`src/rtl/loader_pkg.sv`:
```
package loader_pkg;
  typedef enum logic [1:0] {
    ST_INIT = 2'd0,
    ST_LOAD = 2'd1,
    ST_DONE = 2'd2
  } boot_state_t;
endpackage

```
`src/rtl/triplet_assembler.sv`:
```
module triplet_assembler #(
  parameter int DATA_W    = 8,
  parameter int REC_BYTES = 3
) (
  input  logic                                  clk,
  input  logic                                  rst_n,
  input  logic                                  accept,
  input  logic [DATA_W-1:0]                     byte_in,
  output logic                                  rec_done,
  output logic [DATA_W*(REC_BYTES-1)-1:0]       rec_addr,
  output logic [DATA_W-1:0]                     rec_data
);
  localparam int ADDR_W = DATA_W * (REC_BYTES - 1);
  localparam int CNT_W  = $clog2(REC_BYTES);
  localparam logic [CNT_W-1:0] LAST = CNT_W'(REC_BYTES - 1);

  logic [CNT_W-1:0]  cnt;
  logic [ADDR_W-1:0] hold;

  always_ff @(posedge clk or negedge rst_n) begin
    if (!rst_n) begin
      cnt  <= '0;
      hold <= '0;
    end else if (accept) begin
      if (cnt == LAST) begin
        cnt <= '0;
      end else begin
        cnt  <= cnt + 1'b1;
        hold <= {hold[ADDR_W-DATA_W-1:0], byte_in};
      end
    end
  end

  assign rec_done = accept && (cnt == LAST);
  assign rec_addr = hold;
  assign rec_data = byte_in;
endmodule

```
`src/rtl/write_issuer.sv`:
```
module write_issuer #(
  parameter int ADDR_W = 16,
  parameter int DATA_W = 8
) (
  input  logic              clk,
  input  logic              rst_n,
  input  logic              load,
  input  logic [ADDR_W-1:0] addr_in,
  input  logic [DATA_W-1:0] data_in,
  input  logic              wr_ready,
  output logic              wr_valid,
  output logic              wr_io,
  output logic [ADDR_W-2:0] wr_addr,
  output logic [DATA_W-1:0] wr_data,
  output logic              io_done
);
  always_ff @(posedge clk or negedge rst_n) begin
    if (!rst_n) begin
      wr_valid <= 1'b0;
      wr_io    <= 1'b0;
      wr_addr  <= '0;
      wr_data  <= '0;
    end else if (load) begin
      wr_valid <= 1'b1;
      wr_io    <= addr_in[ADDR_W-1];
      wr_addr  <= addr_in[ADDR_W-2:0];
      wr_data  <= data_in;
    end else if (wr_valid && wr_ready) begin
      wr_valid <= 1'b0;
    end
  end

  assign io_done = wr_valid && wr_ready && wr_io;
endmodule

```
`src/rtl/boot_sequencer.sv`:
```
module boot_sequencer
  import loader_pkg::*;
#(
  parameter int MODE_W = 2
) (
  input  logic                         clk,
  input  logic                         rst_n,
  input  logic [MODE_W-1:0]            mode_sel,
  input  logic                         io_done,
  output logic                         loading,
  output logic                         released,
  output logic [(1<<MODE_W)-2:0]       src_en
);
  localparam int SRC_N = (1 << MODE_W) - 1;

  boot_state_t       state;
  logic [MODE_W-1:0] mode_q;

  always_ff @(posedge clk or negedge rst_n) begin
    if (!rst_n) begin
      state  <= ST_INIT;
      mode_q <= '0;
    end else begin
      case (state)
        ST_INIT: begin
          mode_q <= mode_sel;
          state  <= (mode_sel == '0) ? ST_DONE : ST_LOAD;
        end
        ST_LOAD: if (io_done) state <= ST_DONE;
        default: state <= ST_DONE;
      endcase
    end
  end

  assign loading  = (state == ST_LOAD);
  assign released = (state == ST_DONE);

  for (genvar g = 0; g < SRC_N; g++) begin : g_src
    assign src_en[g] = loading && (mode_q == MODE_W'(g + 1));
  end
endmodule

```
`src/rtl/boot_triplet_loader.sv`:
```
module boot_triplet_loader #(
  parameter int DATA_W = 8,
  parameter int MODE_W = 2
) (
  input  logic                          clk,
  input  logic                          rst_n,
  input  logic [MODE_W-1:0]             mode_sel,
  input  logic                          in_valid,
  input  logic [DATA_W-1:0]             in_data,
  output logic                          in_ready,
  output logic                          wr_valid,
  input  logic                          wr_ready,
  output logic                          wr_io,
  output logic [2*DATA_W-2:0]           wr_addr,
  output logic [DATA_W-1:0]             wr_data,
  output logic [(1<<MODE_W)-2:0]        src_en,
  output logic                          boot_active,
  output logic                          cpu_release
);
  localparam int ADDR_W    = 2 * DATA_W;
  localparam int REC_BYTES = 3;

  logic              accept;
  logic              rec_done;
  logic [ADDR_W-1:0] rec_addr;
  logic [DATA_W-1:0] rec_data;
  logic              io_done;
  logic              loading;

  assign in_ready    = loading && !wr_valid;
  assign accept      = in_valid && in_ready;
  assign boot_active = loading;

  triplet_assembler #(.DATA_W(DATA_W), .REC_BYTES(REC_BYTES)) u_asm (
    .clk(clk), .rst_n(rst_n), .accept(accept), .byte_in(in_data),
    .rec_done(rec_done), .rec_addr(rec_addr), .rec_data(rec_data)
  );

  write_issuer #(.ADDR_W(ADDR_W), .DATA_W(DATA_W)) u_wr (
    .clk(clk), .rst_n(rst_n), .load(rec_done), .addr_in(rec_addr),
    .data_in(rec_data), .wr_ready(wr_ready), .wr_valid(wr_valid),
    .wr_io(wr_io), .wr_addr(wr_addr), .wr_data(wr_data), .io_done(io_done)
  );

  boot_sequencer #(.MODE_W(MODE_W)) u_seq (
    .clk(clk), .rst_n(rst_n), .mode_sel(mode_sel), .io_done(io_done),
    .loading(loading), .released(cpu_release), .src_en(src_en)
  );
endmodule

```
`config.mk`:
```
export PLATFORM = sky130hd
export DESIGN_NAME = boot_triplet_loader
export DESIGN_NICKNAME = d
export VERILOG_FILES = /design/src/rtl/loader_pkg.sv /design/src/rtl/triplet_assembler.sv /design/src/rtl/write_issuer.sv /design/src/rtl/boot_sequencer.sv /design/src/rtl/boot_triplet_loader.sv
export SDC_FILE = /design/constraint.sdc
export NUM_CORES = 1
export LEC_CHECK = 0
export BUFFER_PORTS_ARGS = -buffer_cell sky130_fd_sc_hd__buf_2
export CELL_PAD_IN_SITES_DETAIL_PLACEMENT = 1
export CELL_PAD_IN_SITES_GLOBAL_PLACEMENT = 2
export CORE_AREA = 10 10 75 90
export CTS_CLUSTER_DIAMETER = 150
export DETAILED_ROUTE_END_ITERATION = 10
export DIE_AREA = 0 0 85 100
export PLACE_DENSITY = 0.78
export SLEW_MARGIN = 20
export SYNTH_ARGS = -nofsm -noshare
export SYNTH_HDL_FRONTEND = slang
export SYNTH_SLANG_ARGS = --single-unit
```
`constraint.sdc`:
```
create_clock -name clk -period 4 [get_ports clk]
set_input_delay 0 -clock clk [delete_from_list [all_inputs] [get_ports clk]]
set_output_delay 0 -clock clk [all_outputs]
set_load 0.01 [all_outputs]
```
== Word level (Yosys, flattened, before mapping) ==
Cells that the tools add are included.

* $add $sub $neg: 1
* Eq/ne operators: 7
* Multiplexer cells: 6
* Bitwise operators: 1
* Reductions and logical operators: 13

{| class="wikitable"
|+ Operators by type and width
! operator !! number
|-
| 2-bit equality test, second input constant || 4
|-
| 1-bit logical AND || 8
|-
| 2-bit two-way mux || 3
|-
| 2-bit by 1-bit equality test with 1-bit output, second input constant || 2
|-
| 2-bit zero test || 2
|-
| 2-bit case mux with 2 select lines || 1
|-
| 2-bit by 1-bit adder with 2-bit output, second input constant || 1
|-
| 1-bit two-way mux || 2
|-
| 2-bit inequality test, second input constant || 1
|-
| 2-bit AND reduction || 1
|-
| 2-bit nonzero test || 1
|-
| 1-bit zero test || 1
|-
| 1-bit inverter || 1
|}

* Register bits: 47
* Output and inout port bits: 31
* Logic and storage cells: 36

== Longest topological paths before layout ==
* Depth after elaboration: 5
* Gate-level depth with buffers: 5
* Mapped depth without buffers: 3

== By module ==
A second synthesis with hierarchy kept.

* Cell total of the unflattened synthesis: 123
* Area, all modules: 2,035.7 sq um

{| class="wikitable"
|+ By module, submodules not included
! module !! times used !! cells an instance !! area an instance (sq um) !! seq. area each (sq um)
|-
| write_issuer || 1 || 55 || 1,036.0 || 625.6
|-
| triplet_assembler || 1 || 51 || 799.5 || 450.4
|-
| boot_sequencer || 1 || 15 || 185.2 || 100.1
|-
| boot_triplet_loader || 1 || 2 || 15.0 || 0.0
|}

== Worst setup path before layout ==
No wires, ideal clock.

* Path kind: register to register
* Start: reg u_wr.wr_valid
* End: reg u_wr.wr_addr[12]
* Library setup time: 125 ps
* Data arrival time: 1,506 ps
* Required time: 3,875 ps
* Slack: 2,369 ps
* Cell stages (with the launch flop): 6
* Clock period less this slack: 1,631 ps
* Cells stage by stage: dfrtp_1 nand4bb_1 or3_1 buf_6 buf_12 mux2_4

* Longest elaborated chain between the ends: 4

{| class="wikitable"
|+ Ends and longest elaborated chain
! item !! line !! source
|-
| start, declared || write_issuer.sv:11 || <nowiki>output logic wr_valid,</nowiki>
|-
| start signal, assigned || write_issuer.sv:19 || <nowiki>wr_valid <= 1'b0;</nowiki>
|-
| start signal, assigned || write_issuer.sv:24 || <nowiki>wr_valid <= 1'b1;</nowiki>
|-
| start signal, assigned || write_issuer.sv:29 || <nowiki>wr_valid <= 1'b0;</nowiki>
|-
| 1-bit zero test || boot_triplet_loader.sv:30 || <nowiki>assign in_ready = loading && !wr_valid;</nowiki>
|-
| 1-bit logical AND || boot_triplet_loader.sv:30 ||
|-
| 1-bit logical AND || boot_triplet_loader.sv:31 || <nowiki>assign accept = in_valid && in_ready;</nowiki>
|-
| 1-bit logical AND || triplet_assembler.sv:34 || <nowiki>assign rec_done = accept && (cnt == LAST);</nowiki>
|-
| end signal, assigned || write_issuer.sv:26 || <nowiki>wr_addr <= addr_in[ADDR_W-2:0];</nowiki>
|-
| end, declared || write_issuer.sv:13 || <nowiki>output logic [ADDR_W-2:0] wr_addr,</nowiki>
|}

Every way passes these cells.
A chain may end at the register's enable or synchronous reset.

== Final worst setup path ==
* Start: reg u_seq.state[1]
* End: reg u_wr.wr_data[4]

* Longest elaborated chain between the ends: 4

{| class="wikitable"
|+ Ends and longest elaborated chain
! item !! line !! source
|-
| start, declared || boot_sequencer.sv:16 || <nowiki>boot_state_t state;</nowiki>
|-
| start signal, assigned || boot_sequencer.sv:27 || <nowiki>state <= (mode_sel == '0) ? ST_DONE : ST_LOAD;</nowiki>
|-
| 2-bit by 1-bit equality test with 1-bit output || boot_sequencer.sv:35 || <nowiki>assign loading = (state == ST_LOAD);</nowiki>
|-
| 1-bit logical AND || boot_triplet_loader.sv:30 ||
|-
| 1-bit logical AND || boot_triplet_loader.sv:31 ||
|-
| 1-bit logical AND || triplet_assembler.sv:34 ||
|-
| end signal, assigned || write_issuer.sv:27 || <nowiki>wr_data <= data_in;</nowiki>
|-
| end, declared || write_issuer.sv:14 || <nowiki>output logic [DATA_W-1:0] wr_data,</nowiki>
|}

Every way passes these cells.

==> results by stage <==
Run status:
- The run finished with clean final reports.

Critical path:
- The worst setup path is captured at a flip-flop.
- For this design, the slowest cell found on the critical path is sky130_fd_sc_hd__or3_1.
- Data arrives at the worst endpoint at 2.10 ns.
- The signal on the critical path passes through nand4bb_1 > or3_1 > buf_4 > mux2_4.
- STA classifies the critical path startpoint as a flip-flop.
- The critical path required time is 4.18 ns.
- The worst-path maximum fanout is 20.
- The worst setup path is of the reg2reg kind.
- The kind of cell with the highest combined delay on the critical path is simple AND/OR/NAND/NOR gates.
- In this design, the stage delay of the slowest critical-path cell is approximately 0.49 ns.
- The buffer and inverter count on the worst path is 1.

STA:
- The number of failing setup endpoints in the final timing report is 0.
- Setup repair after global routing left no endpoint under its margin.
- For the final routed database, the setup TNS stands at 0 ns.
- The max-slew violation total from the final report came to 0.
- The slew at the pin closest to its max-slew limit is roughly 0.87 ns.
- The final hold violation count is 0.
- Headroom to the max-slew limit came out at 41.9%.
- Timing would allow up to 0.521 GHz.
- The tightest hold margin is 0.103 ns.
- The final worst clock skew is 0.00616 ns.
- The clock period minus final worst setup slack is ~1.9 ns.
- The final critical path takes up about half of the cycle.

Power and ir drop:
- Power spread over the standard cell area amounts to ~350 mW/mm^2.
- IR analysis of the VDD net gives a maximum drop of 162 uV.
- The total power is 0.842 mW.
- The cell leakage power is 1.37 nW.

Logic synthesis:
- In the synthesized netlist the async set-or-reset flop fraction comes to 100%.
- Dividing the synthesized area by the synthesized cell count gives 16.4 sq um.
- Yosys attributes the largest share of cell area to sky130_fd_sc_hd__dfrtp_1 61%, sky130_fd_sc_hd__mux2_4 15%, sky130_fd_sc_hd__mux2_2 14%.
- After synthesis the cells add up to 0.00192 sq mm.
- The leading register cell type out of synthesis is sky130_fd_sc_hd__dfrtp_1.
- The most repeated cell in the gate-level netlist after synthesis is sky130_fd_sc_hd__dfrtp_1.
- The top-area cell type share of the netlist area is 61.4%.
- The flop and latch count out of synthesis is 47.
- For this run, the register share of the synthesized area comes to 61.4%.
- For this run, the number of Yosys warnings is 0.
- Sorting the synthesized cells by how often they occur yields 47 x sky130_fd_sc_hd__dfrtp_1, 23 x sky130_fd_sc_hd__mux2_2, 19 x sky130_fd_sc_hd__mux2_4.
- In the synthesized netlist, the number of instances is 117.
- The number of flops mapped to enable cells by yosys is 0.
- The number of nets in the synthesized netlist is about 130.
- Of all cell types, the one taking the most synthesized area is sky130_fd_sc_hd__dfrtp_1.
- The synthesized netlist contains 21 unique library cells.

Finish:
- For this run, the number of standard cells in the final layout without fillers is 240.
- From synthesis to final layout, the design area changed by 25.3%.
- The antenna cell count is 0.
- At the end of the flow, the number of nets in the layout was 191.
- The number of fill cells in the layout is 513.
- The fraction of the core area covered by cells at the end of the flow is 46.9%.
- The layout cell share with drive strength beyond 1 is 54.5%.

Drt:
- The average vias per placed instance is ~4.8.
- The via count of the routed design is 1149.
- The remaining antenna violation count after routing is 0.
- The pre-antenna-repair detailed-routing pass consisted of 4 iterations.
- After detailed routing, the number of remaining DRC violations is 0.
- The post-detailed-route wirelength per cell is 16.3 um.
- The detailed router finished its first iteration with 32 violations.
- Summed over all layers, the routed wires come to 3910 um.

Clocking:
- The number of clock buffers inserted by TritonCTS is 5.
- In this run the post-CTS setup repair buffer count came out at 0.
- The later pin in the worst-skew pair is clocked with a latency of 0.29 ns.
- Clock-pin slew was measured on the worst setup and hold paths at 0.08 ns.
- Counting along the longest clock path gives a buffer depth of 2.
- The H-tree was split into 2 levels.
- The CTS tree is done.
- The clock drives 47 sinks.
- The CTS root buffer is sky130_fd_sc_hd__clkbuf_8.

Placement:
- The wire-length estimate of the detail-placed layout is roughly 2800 um.
- The routability congestion estimate is 0.779.
- Input and output buffers added on the ports amount to 44.
- The placed cell count is 220.

Global routing:
- The global-route wire length before repair is 6760 um.
- The number of antenna violations at the first check in global routing is 0.
- Entering global routing, the biggest net connects 48 pins.
- Across every metal layer, demand over resource in global routing totals under 10%.
- The global route total overflow is 0.
- The number of global-route vias before repair came to 1316.

Floorplan:
- The cell row count is 29.
- For this design the top-level I/O count stands at 45.
- The die covers 0.00850 sq mm.
- For this configuration, the core starts out at a cell density of 37.4%.
- In this run the horizontal extent of the chip is 85 um.
- The floorplan step set the die height to 100 um.
- In this run the standard cell core region covers a little over 0.005 sq mm.

Run:
- The tool flagged a number of max-cap violations equal to 0.

Worst hold path:
- The classification of the worst-slack hold path is in2reg.
through the flow:
stage,setup WS [ns],instance area [sq um]
6_report,2.08,2400
2_1_floorplan,2.37,1920
5_1_grt,1.99,2400
4_1_cts,2.07,2400
3_5_place_dp,2.09,2160
3_3_place_gp,2.15,2160
state kept, by name, summed over array words and instances, names as in the netlist:
name            count
u_asm.rec_addr     16
u_seq.state         2
u_wr.wr_valid       1
u_asm.cnt           2
u_wr.wr_addr       15
u_wr.wr_io          1
u_wr.wr_data        8
u_seq.mode_q        2
path summary, 6_finish.rpt:
path | start | endpoint | slack [ns] | depth (start not counted)
max in group asynchronous | rst_n | u_asm.rec_addr[3] | 3.36 | 2
worst max-delay path | u_seq.state[1] | u_wr.wr_data[4] | 2.08 | 4
worst min register to register | u_wr.wr_addr[9] | u_wr.wr_addr[9] | 0.51 | 1
min in group asynchronous | rst_n | u_wr.wr_addr[3] | 0.24 | 2
worst min-delay path | in_valid | u_asm.cnt[0] | 0.10 | 4
worst max register to register | u_seq.state[1] | u_wr.wr_data[4] | 2.08 | 4
cell usage in the layout (no fill, tap or decap), drive strengths merged, types with 2 or more instances in the layout:
cell type / count
o21ai: 4
clkbuf: 5
nand2: 3
buf: 45
dfrtp: 47
mux2: 42
nor2: 3
inv: 4
dlygate4sd3: 12
clkinv: 2
where the power goes:
part	leakage, nW	internal [mW]	switching, mW
sequential	0.647	0.475	0.0000000000000000287
combinational	0.662	0.0127	0.0136
clock	0.0581	0.186	0.155
total	1.37	0.673	0.168
tightest hold or removal path, cell delays in order:
cell	delay (ns)
sky130_fd_sc_hd__buf_2	0.11
sky130_fd_sc_hd__nand4bb_1	0.13
sky130_fd_sc_hd__nand2_1	0.06
sky130_fd_sc_hd__o21ai_0	0.06
area by class of cell:
class | instances | area (sq um) | area share (%)
multi-input cells | 62 | 668 | 27.8
well taps | 62 | 77.6 | 3.23
clock inverters | 3 | 43.8 | 1.82
repair buffers | 57 | 350 | 14.6
inverters | 4 | 15.0 | 0.626
flip-flops and latches | 47 | 1180 | 49.0
clock buffers | 5 | 68.8 | 2.87
logic make-up (layout without fill, tap and decap cells):
group	Yosys count	count (layout)	share of synthesized area [%]
mux	42	42	28.4
buf+inv	8	69	3.72
flops	47	47	61.4
simple gates	15	15	4.77
compound gates	5	5	1.70
timing repair:
action	in CTS	in global routing
endpoints found under the hold margin	66	0
hold buffers	12	0
resized for setup	0	0
metal layers:
layer	vias to the layer above	track usage (%)	wire, um
met5	-	0	0
met4	0	3.81	61
met3	5	3.00	228
met2	32	16.3	2000
met1	585	11.4	1620
li1	527	-	-
Note: power is estimated with default switching activity, not from simulation.
